[config.mk]
export PLATFORM = sky130hd
export DESIGN_NAME = mbx_mailbox
export DESIGN_NICKNAME = d
export VERILOG_FILES = /design/src/rtl/mbx_pkg.sv /design/src/rtl/mbx_fwd.sv /design/src/rtl/mbx_timer.sv /design/src/rtl/mbx_rev.sv /design/src/rtl/mbx_mailbox.sv
export SDC_FILE = /design/constraint.sdc
export NUM_CORES = 1
export LEC_CHECK = 0
export BUFFER_PORTS_ARGS = -buffer_cell sky130_fd_sc_hd__buf_4
export CAP_MARGIN = 20
export CORE_MARGIN = 2
export CORE_UTILIZATION = 40
export DETAILED_ROUTE_END_ITERATION = 10
export PLACE_DENSITY = 0.63
export REMOVE_ABC_BUFFERS = 1
export SLEW_MARGIN = 20
export SYNTH_ARGS = -nofsm -noshare
export SYNTH_HDL_FRONTEND = slang
export SYNTH_SLANG_ARGS = --single-unit
export TNS_END_PERCENT = 50
[constraint.sdc]
create_clock -name clk -period 2.6 [get_ports clk]
set_clock_uncertainty 0.1 [all_clocks]
set_input_delay 0.52 -clock clk [delete_from_list [all_inputs] [get_ports clk]]
set_output_delay 0.52 -clock clk [all_outputs]
set_load 0.01 [all_outputs]
[src/rtl/mbx_pkg.sv]
package mbx_pkg;
  localparam int AW         = 4;
  localparam int NDATA      = 3;
  localparam int OPC_W      = 8;
  localparam int RHDR_CMD_W = 10;
  localparam int RHDR_LEN_W = 6;

  localparam logic [AW-1:0] ADR_CMD   = 4'd0;
  localparam logic [AW-1:0] ADR_DAT0  = 4'd1;
  localparam logic [AW-1:0] ADR_CTL   = 4'd4;
  localparam logic [AW-1:0] ADR_LIM   = 4'd5;
  localparam logic [AW-1:0] ADR_RCMD  = 4'd6;
  localparam logic [AW-1:0] ADR_RDAT0 = 4'd7;
  localparam logic [AW-1:0] ADR_RCTL  = 4'd10;

  localparam int ACK_CODE  = 1;
  localparam int NACK_CODE = 2;
endpackage

[src/rtl/mbx_fwd.sv]
module mbx_fwd
  import mbx_pkg::*;
#(
  parameter int DATA_W = 32
) (
  input  logic                    clk,
  input  logic                    rst_n,
  input  logic                    we,
  input  logic [AW-1:0]           addr,
  input  logic [DATA_W-1:0]       wdata,
  input  logic                    done,
  output logic                    db_o,
  output logic                    ovr_o,
  output logic [DATA_W-1:0]       cmd_o,
  output logic [NDATA*DATA_W-1:0] data_o
);
  logic              db_q, db_d;
  logic              ovr_q, ovr_d;
  logic [DATA_W-1:0] cmd_q, cmd_d;
  logic [NDATA-1:0]  dat_sel;
  logic              cmd_sel, ctl_sel, post_req, busy_wr;

  assign cmd_sel  = we && (addr == ADR_CMD);
  assign ctl_sel  = we && (addr == ADR_CTL);
  assign post_req = ctl_sel && wdata[0];
  assign busy_wr  = db_q && (cmd_sel || (|dat_sel) || post_req);

  for (genvar g = 0; g < NDATA; g++) begin : g_dat
    localparam logic [AW-1:0] MYADR = ADR_DAT0 + AW'(g);
    logic [DATA_W-1:0] q, d;
    assign dat_sel[g] = we && (addr == MYADR);
    always_comb d = (dat_sel[g] && !db_q) ? wdata : q;
    always_ff @(posedge clk or negedge rst_n)
      if (!rst_n) q <= '0;
      else        q <= d;
    assign data_o[g*DATA_W +: DATA_W] = q;
  end

  always_comb begin
    cmd_d = (cmd_sel && !db_q) ? wdata : cmd_q;
    db_d  = db_q;
    if (db_q && done)          db_d = 1'b0;
    else if (!db_q && post_req) db_d = 1'b1;
    ovr_d = ovr_q;
    if (busy_wr)                    ovr_d = 1'b1;
    else if (ctl_sel && wdata[1])   ovr_d = 1'b0;
  end

  always_ff @(posedge clk or negedge rst_n) begin
    if (!rst_n) begin
      db_q  <= 1'b0;
      ovr_q <= 1'b0;
      cmd_q <= '0;
    end else begin
      db_q  <= db_d;
      ovr_q <= ovr_d;
      cmd_q <= cmd_d;
    end
  end

  assign db_o  = db_q;
  assign ovr_o = ovr_q;
  assign cmd_o = cmd_q;

  assert_done_clears_R4: assert property (@(posedge clk) disable iff (!rst_n)
    (db_q && done) |=> !db_q);
  assert_hold_busy_R5: assert property (@(posedge clk) disable iff (!rst_n)
    (db_q && !done) |=> ($stable(cmd_q) && $stable(data_o)));
  assert_post_sets_R3: assert property (@(posedge clk) disable iff (!rst_n)
    (!db_q && post_req) |=> db_q);
endmodule

[src/rtl/mbx_timer.sv]
module mbx_timer #(
  parameter int CNT_W = 16
) (
  input  logic             clk,
  input  logic             rst_n,
  input  logic             busy,
  input  logic [CNT_W-1:0] limit,
  output logic             tmo
);
  logic [CNT_W-1:0] cnt_q, cnt_d;

  always_comb begin
    if (!busy)        cnt_d = '0;
    else if (&cnt_q)  cnt_d = cnt_q;
    else              cnt_d = cnt_q + 1'b1;
  end

  always_ff @(posedge clk or negedge rst_n)
    if (!rst_n) cnt_q <= '0;
    else        cnt_q <= cnt_d;

  assign tmo = busy && (limit != '0) && (cnt_q >= limit);

  assert_count_restart_R6: assert property (@(posedge clk) disable iff (!rst_n)
    $rose(busy) |-> (cnt_q == '0));
endmodule

[src/rtl/mbx_rev.sv]
module mbx_rev
  import mbx_pkg::*;
#(
  parameter int DATA_W = 32
) (
  input  logic                    clk,
  input  logic                    rst_n,
  input  logic                    post,
  input  logic [RHDR_CMD_W-1:0]   rcmd,
  input  logic [RHDR_LEN_W-1:0]   rlen,
  input  logic [NDATA*DATA_W-1:0] rdata,
  input  logic                    host_clr,
  output logic                    rdb_o,
  output logic [DATA_W-1:0]       hdr_o,
  output logic [NDATA*DATA_W-1:0] data_o
);
  localparam int PAD_W = DATA_W - RHDR_CMD_W - RHDR_LEN_W;

  logic              rdb_q, rdb_d;
  logic [DATA_W-1:0] hdr_q, hdr_d;
  logic              accept;

  assign accept = post && !rdb_q;

  for (genvar g = 0; g < NDATA; g++) begin : g_rdat
    logic [DATA_W-1:0] q, d;
    always_comb d = accept ? rdata[g*DATA_W +: DATA_W] : q;
    always_ff @(posedge clk or negedge rst_n)
      if (!rst_n) q <= '0;
      else        q <= d;
    assign data_o[g*DATA_W +: DATA_W] = q;
  end

  always_comb begin
    hdr_d = accept ? {{PAD_W{1'b0}}, rlen, rcmd} : hdr_q;
    rdb_d = rdb_q;
    if (accept)        rdb_d = 1'b1;
    else if (host_clr) rdb_d = 1'b0;
  end

  always_ff @(posedge clk or negedge rst_n) begin
    if (!rst_n) begin
      rdb_q <= 1'b0;
      hdr_q <= '0;
    end else begin
      rdb_q <= rdb_d;
      hdr_q <= hdr_d;
    end
  end

  assign rdb_o = rdb_q;
  assign hdr_o = hdr_q;

  assert_post_sets_R7: assert property (@(posedge clk) disable iff (!rst_n)
    (post && !rdb_q) |=> rdb_q);
  assert_reject_busy_R8: assert property (@(posedge clk) disable iff (!rst_n)
    (rdb_q && post) |=> ($stable(hdr_q) && $stable(data_o)));
endmodule

[src/rtl/mbx_mailbox.sv]
module mbx_mailbox
  import mbx_pkg::*;
#(
  parameter int DATA_W  = 32,
  parameter int TMO_W   = 16,
  parameter int TMO_RST = 1000
) (
  input  logic                      clk,
  input  logic                      rst_n,
  input  logic                      hst_we,
  input  logic [AW-1:0]             hst_addr,
  input  logic [DATA_W-1:0]         hst_wdata,
  output logic [DATA_W-1:0]         hst_rdata,
  output logic                      ctl_cmd_valid,
  output logic [OPC_W-1:0]          ctl_opcode,
  output logic [NDATA*DATA_W-1:0]   ctl_data,
  input  logic                      ctl_done,
  input  logic                      rpl_post,
  input  logic [RHDR_CMD_W-1:0]     rpl_cmd,
  input  logic [RHDR_LEN_W-1:0]     rpl_len,
  input  logic [NDATA*DATA_W-1:0]   rpl_data,
  output logic                      rpl_busy
);
  logic                    db, ovr, tmo, rdb, ack, nack, rclr;
  logic [DATA_W-1:0]       cmd_w, rhdr;
  logic [NDATA*DATA_W-1:0] rwords;
  logic [TMO_W-1:0]        lim_q, lim_d;

  mbx_fwd #(.DATA_W(DATA_W)) u_fwd (
    .clk(clk), .rst_n(rst_n), .we(hst_we), .addr(hst_addr), .wdata(hst_wdata),
    .done(ctl_done), .db_o(db), .ovr_o(ovr), .cmd_o(cmd_w), .data_o(ctl_data)
  );

  mbx_timer #(.CNT_W(TMO_W)) u_tmr (
    .clk(clk), .rst_n(rst_n), .busy(db), .limit(lim_q), .tmo(tmo)
  );

  assign rclr = hst_we && (hst_addr == ADR_RCTL) && !hst_wdata[0];

  mbx_rev #(.DATA_W(DATA_W)) u_rev (
    .clk(clk), .rst_n(rst_n), .post(rpl_post), .rcmd(rpl_cmd), .rlen(rpl_len),
    .rdata(rpl_data), .host_clr(rclr), .rdb_o(rdb), .hdr_o(rhdr), .data_o(rwords)
  );

  always_comb lim_d = (hst_we && (hst_addr == ADR_LIM)) ? hst_wdata[TMO_W-1:0] : lim_q;

  always_ff @(posedge clk or negedge rst_n)
    if (!rst_n) lim_q <= TMO_W'(TMO_RST);
    else        lim_q <= lim_d;

  assign ack  = (rwords[DATA_W-1:0] == DATA_W'(ACK_CODE));
  assign nack = (rwords[DATA_W-1:0] == DATA_W'(NACK_CODE));

  always_comb begin
    hst_rdata = '0;
    case (hst_addr)
      ADR_CMD:        hst_rdata = cmd_w;
      4'd1:           hst_rdata = ctl_data[0*DATA_W +: DATA_W];
      4'd2:           hst_rdata = ctl_data[1*DATA_W +: DATA_W];
      4'd3:           hst_rdata = ctl_data[2*DATA_W +: DATA_W];
      ADR_CTL:        hst_rdata = DATA_W'({tmo, ovr, db});
      ADR_LIM:        hst_rdata = DATA_W'(lim_q);
      ADR_RCMD:       hst_rdata = rhdr;
      4'd7:           hst_rdata = rwords[0*DATA_W +: DATA_W];
      4'd8:           hst_rdata = rwords[1*DATA_W +: DATA_W];
      4'd9:           hst_rdata = rwords[2*DATA_W +: DATA_W];
      ADR_RCTL:       hst_rdata = DATA_W'({nack, ack, rdb});
      default:        hst_rdata = '0;
    endcase
  end

  assign ctl_cmd_valid = db;
  assign ctl_opcode    = cmd_w[OPC_W-1:0];
  assign rpl_busy      = rdb;

  assert_tmo_needs_busy_R6: assert property (@(posedge clk) disable iff (!rst_n)
    tmo |-> ctl_cmd_valid);
  assert_ack_exclusive_R10: assert property (@(posedge clk) disable iff (!rst_n)
    !(ack && nack));
endmodule

==> flow_metrics.tcl, run 1 <==
set metrics [dict create \
    status "complete, but fails checks" \
    violations "negative setup slack" \
    synth_area_leaders "dfrtp_1 (53%), mux2_2 (20%), mux2_4 (3.6%), a22oi_1 (2.8%), a222oi_1 (2.5%)" \
    startpoint_type "flop" \
    holdPathEnd "u_fwd.db_o" \
    synth_edf_count 0 \
    clk_pin_slew_ns 0.06 \
    netlist_instances 918 \
    finalCoreUtilization_pct 54.4 \
    clk_latency_ns 0.58 \
    ys_async_sr_fraction_pct 100 \
    dp_hpwl_um 28200 \
    cts.sinks 275 \
    globalRoute.totalOverflow 0 \
    crit_start "lim_q[9]" \
    start_util_pct 40.3 \
    finalPower_mw 15.2 \
    dp.cells 1616 \
    wl_um 40900 \
    ys.flop_type "dfrtp_1" \
    netlist_area_sq_mm 0.0127 \
    cts_made_buffers 30 \
    die_w_um 182 \
    vias 9539 \
    ir_worst_vdd_mv 0.675 \
    grt_pass1_vias 10100 \
    min_from "ctl_done" \
    ys_ff_latch 275 \
    min_period_ns 2.94 \
    r2r_start "u_tmr.cnt_q[1]" \
    antenna_left 0 \
    drtPass1Iterations 9 \
    min_path_type "input port to flop" \
    finalHoldViolations 0 \
    drc 0 \
    grt_usage_pct 24.6 \
    syn_avg_cell_area_sq_um 13.8 \
    clockBufferDepth 3 \
    yosysUniqueCellTypes 57 \
    slowest_delay_ns 0.55 \
    min_period_over_period_pct 113 \
    fin_ws_ns -0.340 \
    core-area_sq_mm 0.0314 \
    yosysSeqAreaShare_pct 54.4 \
    critPathCaptureType "output port" \
    htreeDepth 1 \
    path_buf_inv 2 \
    yosysTopAreaCell "dfrtp_1" \
    rr_worst_depth 7 \
    drv_cap 0 \
    hold_slack_ns 0.0323 \
    fill_cells 2687 \
    cp.arrival_ns 2.32 \
    rsz0062_at_grt "true" \
    gp_congestion 0.845 \
    pin_count 291 \
    drtIter0Drc 810 \
    multiInputGateArea_sq_mm 0.00552 \
    yosys_warnings 0 \
    drv_slew 0 \
    min_path_cells 2 \
    path_class "flop to output port" \
    rows 65 \
    grt_start_max_net_pins 63 \
    worstMarginPinSlew_ns 0.578 \
    viasPerCell 5.66 \
    path_delay_family "flip-flops" \
    syn2layout_area_growth_pct 34.8 \
    yosys-top-cells-count "dfrtp_1 (269), mux2_2 (226), a22oi_1 (47)" \
    ff_latch_area_sq_mm 0.00689 \
    setup_viol 2 \
    nets 1428 \
    layout-drive-gt1-share_pct 57.0 \
    wl_per_cell_um 24.3 \
    fin_cells 1684 \
    leakage_nw 7.86 \
    cts_tree "done" \
    crit_path_max_fanout 2 \
    fmax_mhz 340 \
    cellPowerDensity_mw_per_mm2 892 \
    cts_root_buf "clkbuf_16" \
    yosysMostFrequentCell "dfrtp_1" \
    synth_top_area_share_pct 53.2 \
    fp.dieH_um 182 \
    r2r_end "u_tmr.cnt_q[15]" \
    grt_pass1_wl_um 62300 \
    crit_required_ns 1.98 \
    portBuffers 290 \
    r2r_slack_ns 0.54 \
    antenna_found_initial 2 \
    die_area_sq_mm 0.0331 \
    crit_chain "inv_2, ha_4, a21o_1, nand3_1, a21oi_2, o31ai_2, nand4_1, buf_4" \
    crit_slowest_cell "dfstp_2" \
    slew_headroom_pct 61.5 \
]
-- cells by family (layout without fill, tap and decap cells) --
group                      count (synthesis)  after routing  share of synthesized area, %
DFF                                      275            275                          54.4
muxes                                    258            258                          23.8
AOI/OAI and AO/OA                        145            145                          9.30
and+or+nand+nor                          131            131                          6.66
buffers and inverters                     84            446                          3.57
adders and majority gates                 17             17                          1.68
xor gates and xnor gates                   8              8                         0.553
other                                      0              2                             0
-- how the worst max path moves through the flow --
stage                     slack, ns  depth (start not counted)                    to
final                         -0.34                          8          hst_rdata[2]
after global routing          -0.44                          7          hst_rdata[2]
after CTS                     -0.35                          8          hst_rdata[2]
after detailed placement      -0.32                          6          hst_rdata[6]
after global placement        -0.29                          6          hst_rdata[6]
after floorplan               -3.70                          2  u_rev.g_rdat[0].q[0]
-- flip-flops by register name, indices dropped and copies added, names as in the netlist --
| register | cells |
|---|---|
| u_fwd.g_dat.q | 96 |
| u_rev.g_rdat.q | 96 |
| u_tmr.cnt_q | 16 |
| u_rev.hdr_o | 16 |
| lim_q | 16 |
| u_fwd.ovr_o | 1 |
| u_rev.rdb_o | 1 |
| u_fwd.db_o | 1 |
| u_fwd.cmd_o | 32 |
-- stage by stage --
step	setup TNS, ns	instance area [sq um]	setup WS, ns
after floorplan	-462.05	12300	-3.70
after global placement	-3.51	15700	-0.286
after detailed placement	-3.75	15700	-0.321
after CTS	-0.578	17000	-0.348
after global routing	-0.842	17100	-0.441
final	-0.542	17100	-0.340
-- placed cells by master, fill, tap and decap left out, types with 14 or more instances in the layout --
master / count
buf_4: 350
dfrtp_1: 267
mux2_2: 226
a22oi_1: 47
nand3_1: 38
a222oi_1: 32
mux2_4: 30
clkbuf_16: 30
buf_12: 17
inv_1: 15
a22o_1: 14
-- routing by layer --
metal,track usage [%],part of all wire [%]
met1,32.9,42
met2,40.9,48
met3,5.13,7.0
met4,6.39,2.4
met5,0,0
-- cell type report --
class                      instances  area share (%)
sequential                       275            40.4
multi-input combinational        559            32.4
timing repair buffer             374            17.9
clock buffer                      46            5.34
tap                              402            2.95
clock inverter                     8           0.675
inverter                          18           0.396
antenna                            2          0.0293
-- report_power, final --
group          switching (mW)  total (mW)  internal (mW)
clock                    1.77        4.37           2.60
sequential               1.13        6.86           5.73
combinational            1.56        3.99           2.43
-- repair_timing --
item / CTS / global route
hold buffers: 1 / 0
setup endpoints to repair: 21 / 17
pin swaps: 21 / 7
endpoints found under the hold margin: 49 / 0
buffers inserted: 10 / 1
resized for setup: 24 / 16
No activity file was read; power rests on OpenSTA's default activity.
==> run 2, diff against run 1 <==
--- a/config.mk
+++ b/config.mk
@@ -15,5 +15,6 @@
 export SLEW_MARGIN = 20
 export SYNTH_ARGS = -nofsm -noshare
 export SYNTH_HDL_FRONTEND = slang
+export SYNTH_HIERARCHICAL = 1
 export SYNTH_SLANG_ARGS = --single-unit
 export TNS_END_PERCENT = 50
==> flow_metrics.tcl, run 2 <==
set metrics [dict create \
    path_buf_inv 1 \
    clk_latency_ns 0.59 \
    placed_cell_area_sq_mm 0.0169 \
    dp.cells 1793 \
    rr_worst_depth 7 \
    drv_slew 0 \
    drtPass1Iterations 7 \
    critical_path_depth 10 \
    yosysTopAreaCell "dfrtp_1" \
    die_area_sq_mm 0.0358 \
    grt_start_max_net_pins 60 \
    finalPower_mw 14.3 \
    drv_cap 0 \
    startpoint_type "flop" \
    cp.arrival_ns 2.81 \
    vias 10200 \
    crit_required_ns 1.98 \
    min_period_ns 3.43 \
    cellPowerDensity_mw_per_mm2 778 \
    rsz0062_at_grt "true" \
    min_path_type "input port to flop" \
    endpoint "hst_rdata[2]" \
    switchingPower_mw 3.96 \
    combPwrFrac_pct 23.7 \
    crit_slowest_cell "dfrtp_1" \
    cts_root_buf "clkbuf_16" \
    yosys_warnings 6 \
    yosysMostFrequentCell "dfrtp_1" \
    syn2layout_area_growth_pct 34.0 \
    r2r_end "u_tmr/cnt_q[14]" \
    grt_pass1_wl_um 66600 \
    pin_count 291 \
    htreeDepth 1 \
    fin_cells 1870 \
    drtIter0Drc 537 \
    yosys-top-cells-count "dfrtp_1 (269), mux2_2 (175), mux2_4 (80)" \
    cts_made_buffers 31 \
    viasPerCell 5.48 \
    layout-drive-gt1-share_pct 54.1 \
    gp_congestion 0.889 \
    worstMarginPinSlew_ns 0.575 \
    synth_area_leaders "dfrtp_1 (49%), mux2_2 (14%), mux2_4 (8.8%), a22oi_1 (3.5%), buf_4 (1.8%)" \
    slew_headroom_pct 61.5 \
    intPower_mw 10.3 \
    finalHoldViolations 0 \
    clk_pin_slew_ns 0.06 \
    core-area_sq_mm 0.0336 \
    crit_path_max_fanout 2 \
    netlist_area_sq_mm 0.0137 \
    yosysUniqueCellTypes 73 \
    synth_top_area_share_pct 49.1 \
    netlist_instances 1006 \
    wl_um 44300 \
    syn_avg_cell_area_sq_um 13.6 \
    ir_worst_vdd_mv 0.607 \
    seqPwrFrac_pct 42.8 \
    grt_pass1_vias 10800 \
    cts_tree "done" \
    synth_edf_count 0 \
    yosysSeqAreaShare_pct 50.3 \
    ys.flop_type "dfrtp_1" \
    setup_viol 7 \
    crit_start "lim_q[0]" \
    status "complete, but fails checks" \
    grt_usage_pct 24.4 \
    cts.sinks 275 \
    pre_cts_ws_ns -0.334 \
    antenna_found_initial 0 \
    r2r_start "u_tmr/cnt_q[0]" \
    drc 0 \
    wl_per_cell_um 23.7 \
    portBuffers 290 \
    swShare_pct 27.7 \
    crit_chain "ha_4, nand2b_4, a2111o_1, a31oi_1, o22ai_1, nand3b_1, a21oi_1, o31a_1, a211o_1, buf_6" \
    fp.dieH_um 189 \
    critPathCaptureType "output port" \
    clock_power_share_pct 33.5 \
    dp_hpwl_um 31500 \
    path_class "flop to output port" \
    final_cell_mix "buf_4 (387), dfrtp_1 (268), mux2_2 (175), mux2_4 (80), a22oi_1 (64)" \
    antenna_left 0 \
    leakage_nw 8.51 \
    final_area_sq_mm 0.0184 \
    slowest_delay_ns 0.41 \
    min_period_over_period_pct 132 \
    ys_async_sr_fraction_pct 100 \
    nets 1567 \
    globalRoute.totalOverflow 0 \
    start_util_pct 40.8 \
    fmax_mhz 292 \
    path_delay_family "compound AO/OA/AOI/OAI gates" \
    fill_cells 2880 \
    r2r_slack_ns 0.33 \
    antennaDiodeCount 0 \
    clockBufferDepth 3 \
    mostFrequentLayoutCell "buf_4" \
    fin_ws_ns -0.828 \
    die_w_um 189 \
    ys_ff_latch 275 \
    violations "negative setup slack" \
    finalSetupTns_ns -1.18 \
    rows 67 \
]
run 2: worst reg2reg max path, delay by kind of cell, from the launching register on:
| kind | cells | cell delay, ns |
|---|---|---|
| AOI/OAI and AO/OA | 2 | 0.46 |
| adders and majority gates | 1 | 0.24 |
| buffers and inverters | 2 | 0.20 |
| and+or+nand+nor | 2 | 0.81 |
| DFF | 1 | 0.36 |
run 2: worst min path at each step:
| stage | from | endpoint | slack (ns) | depth (start not counted) |
|---|---|---|---|---|
| after CTS | ctl_done | u_fwd/db_o | 0.007 | 2 |
| final | ctl_done | u_fwd/db_o | 0.01 | 2 |
| after global routing | ctl_done | u_fwd/db_o | 0.03 | 2 |
| after floorplan | rst_n | lim_q[0] | 0.12 | 0 |
| after detailed placement | u_fwd/ovr_o | u_fwd/ovr_o | 0.38 | 1 |
| after global placement | u_fwd/cmd_o[29] | u_fwd/cmd_o[29] | 0.38 | 1 |
run 2: logic make-up after synthesis:
kind of cell               after synthesis  share of synthesized area [%]
muxes                                  278                           25.1
DFF                                    275                           50.3
adders and majority gates               17                           1.55
other                                    1                         0.0274
xor gates and xnor gates                 1                         0.0639
and+or+nand+nor                        168                           7.66
AOI/OAI and AO/OA                      167                           9.53
buffers and inverters                   99                           5.82
run 2: final cells by class:
cell class	instances	area, sq um	area share, %
clock buffer	46	882	4.80
clock inverter	12	228	1.24
inverter	20	75.1	0.409
multi-input combinational	647	6200	33.8
sequential	275	6890	37.5
tap	448	561	3.05
timing repair buffer	422	3530	19.2
run 2: metrics by stage:
stage | utilization [%] | hold WS [ns]
after global placement | 50.3 | 0.379
after CTS | 54.0 | 0.00657
final | 54.6 | 0.0140
after floorplan | - | 0.124
after detailed placement | 50.3 | 0.382
after global routing | 54.6 | 0.0273
run 2: per-layer routing:
layer / part of all wire, % / wire (um) / vias to the layer above / global-route usage, %
met5: 0 / 0 / - / 0
met4: 2.3 / 1020 / 0 / 6.22
met1: 41 / 18300 / 5257 / 31.6
li1: - / - / 4573 / -
met2: 49 / 21600 / 354 / 40.6
met3: 7.7 / 3410 / 61 / 6.47
run 2: power groups by stage:
stage	clock, mW	combinational [mW]	sequential [mW]
6_report	4.79	3.38	6.12
5_1_grt	5.07	3.63	6.25
2_1_floorplan	0	1.53	6.10
4_1_cts	4.87	3.38	6.11
3_3_place_gp	0	3.27	6.13
3_5_place_dp	0	3.32	6.16
run 2: what timing repair did:
item	4_1_cts	5_1_grt
cloned	0	2
hold buffers	1	0
endpoints found under the setup margin	16	25
resized for setup	16	16
pin swaps	19	6
buffers inserted	7	9
endpoints found under the hold margin	51	0
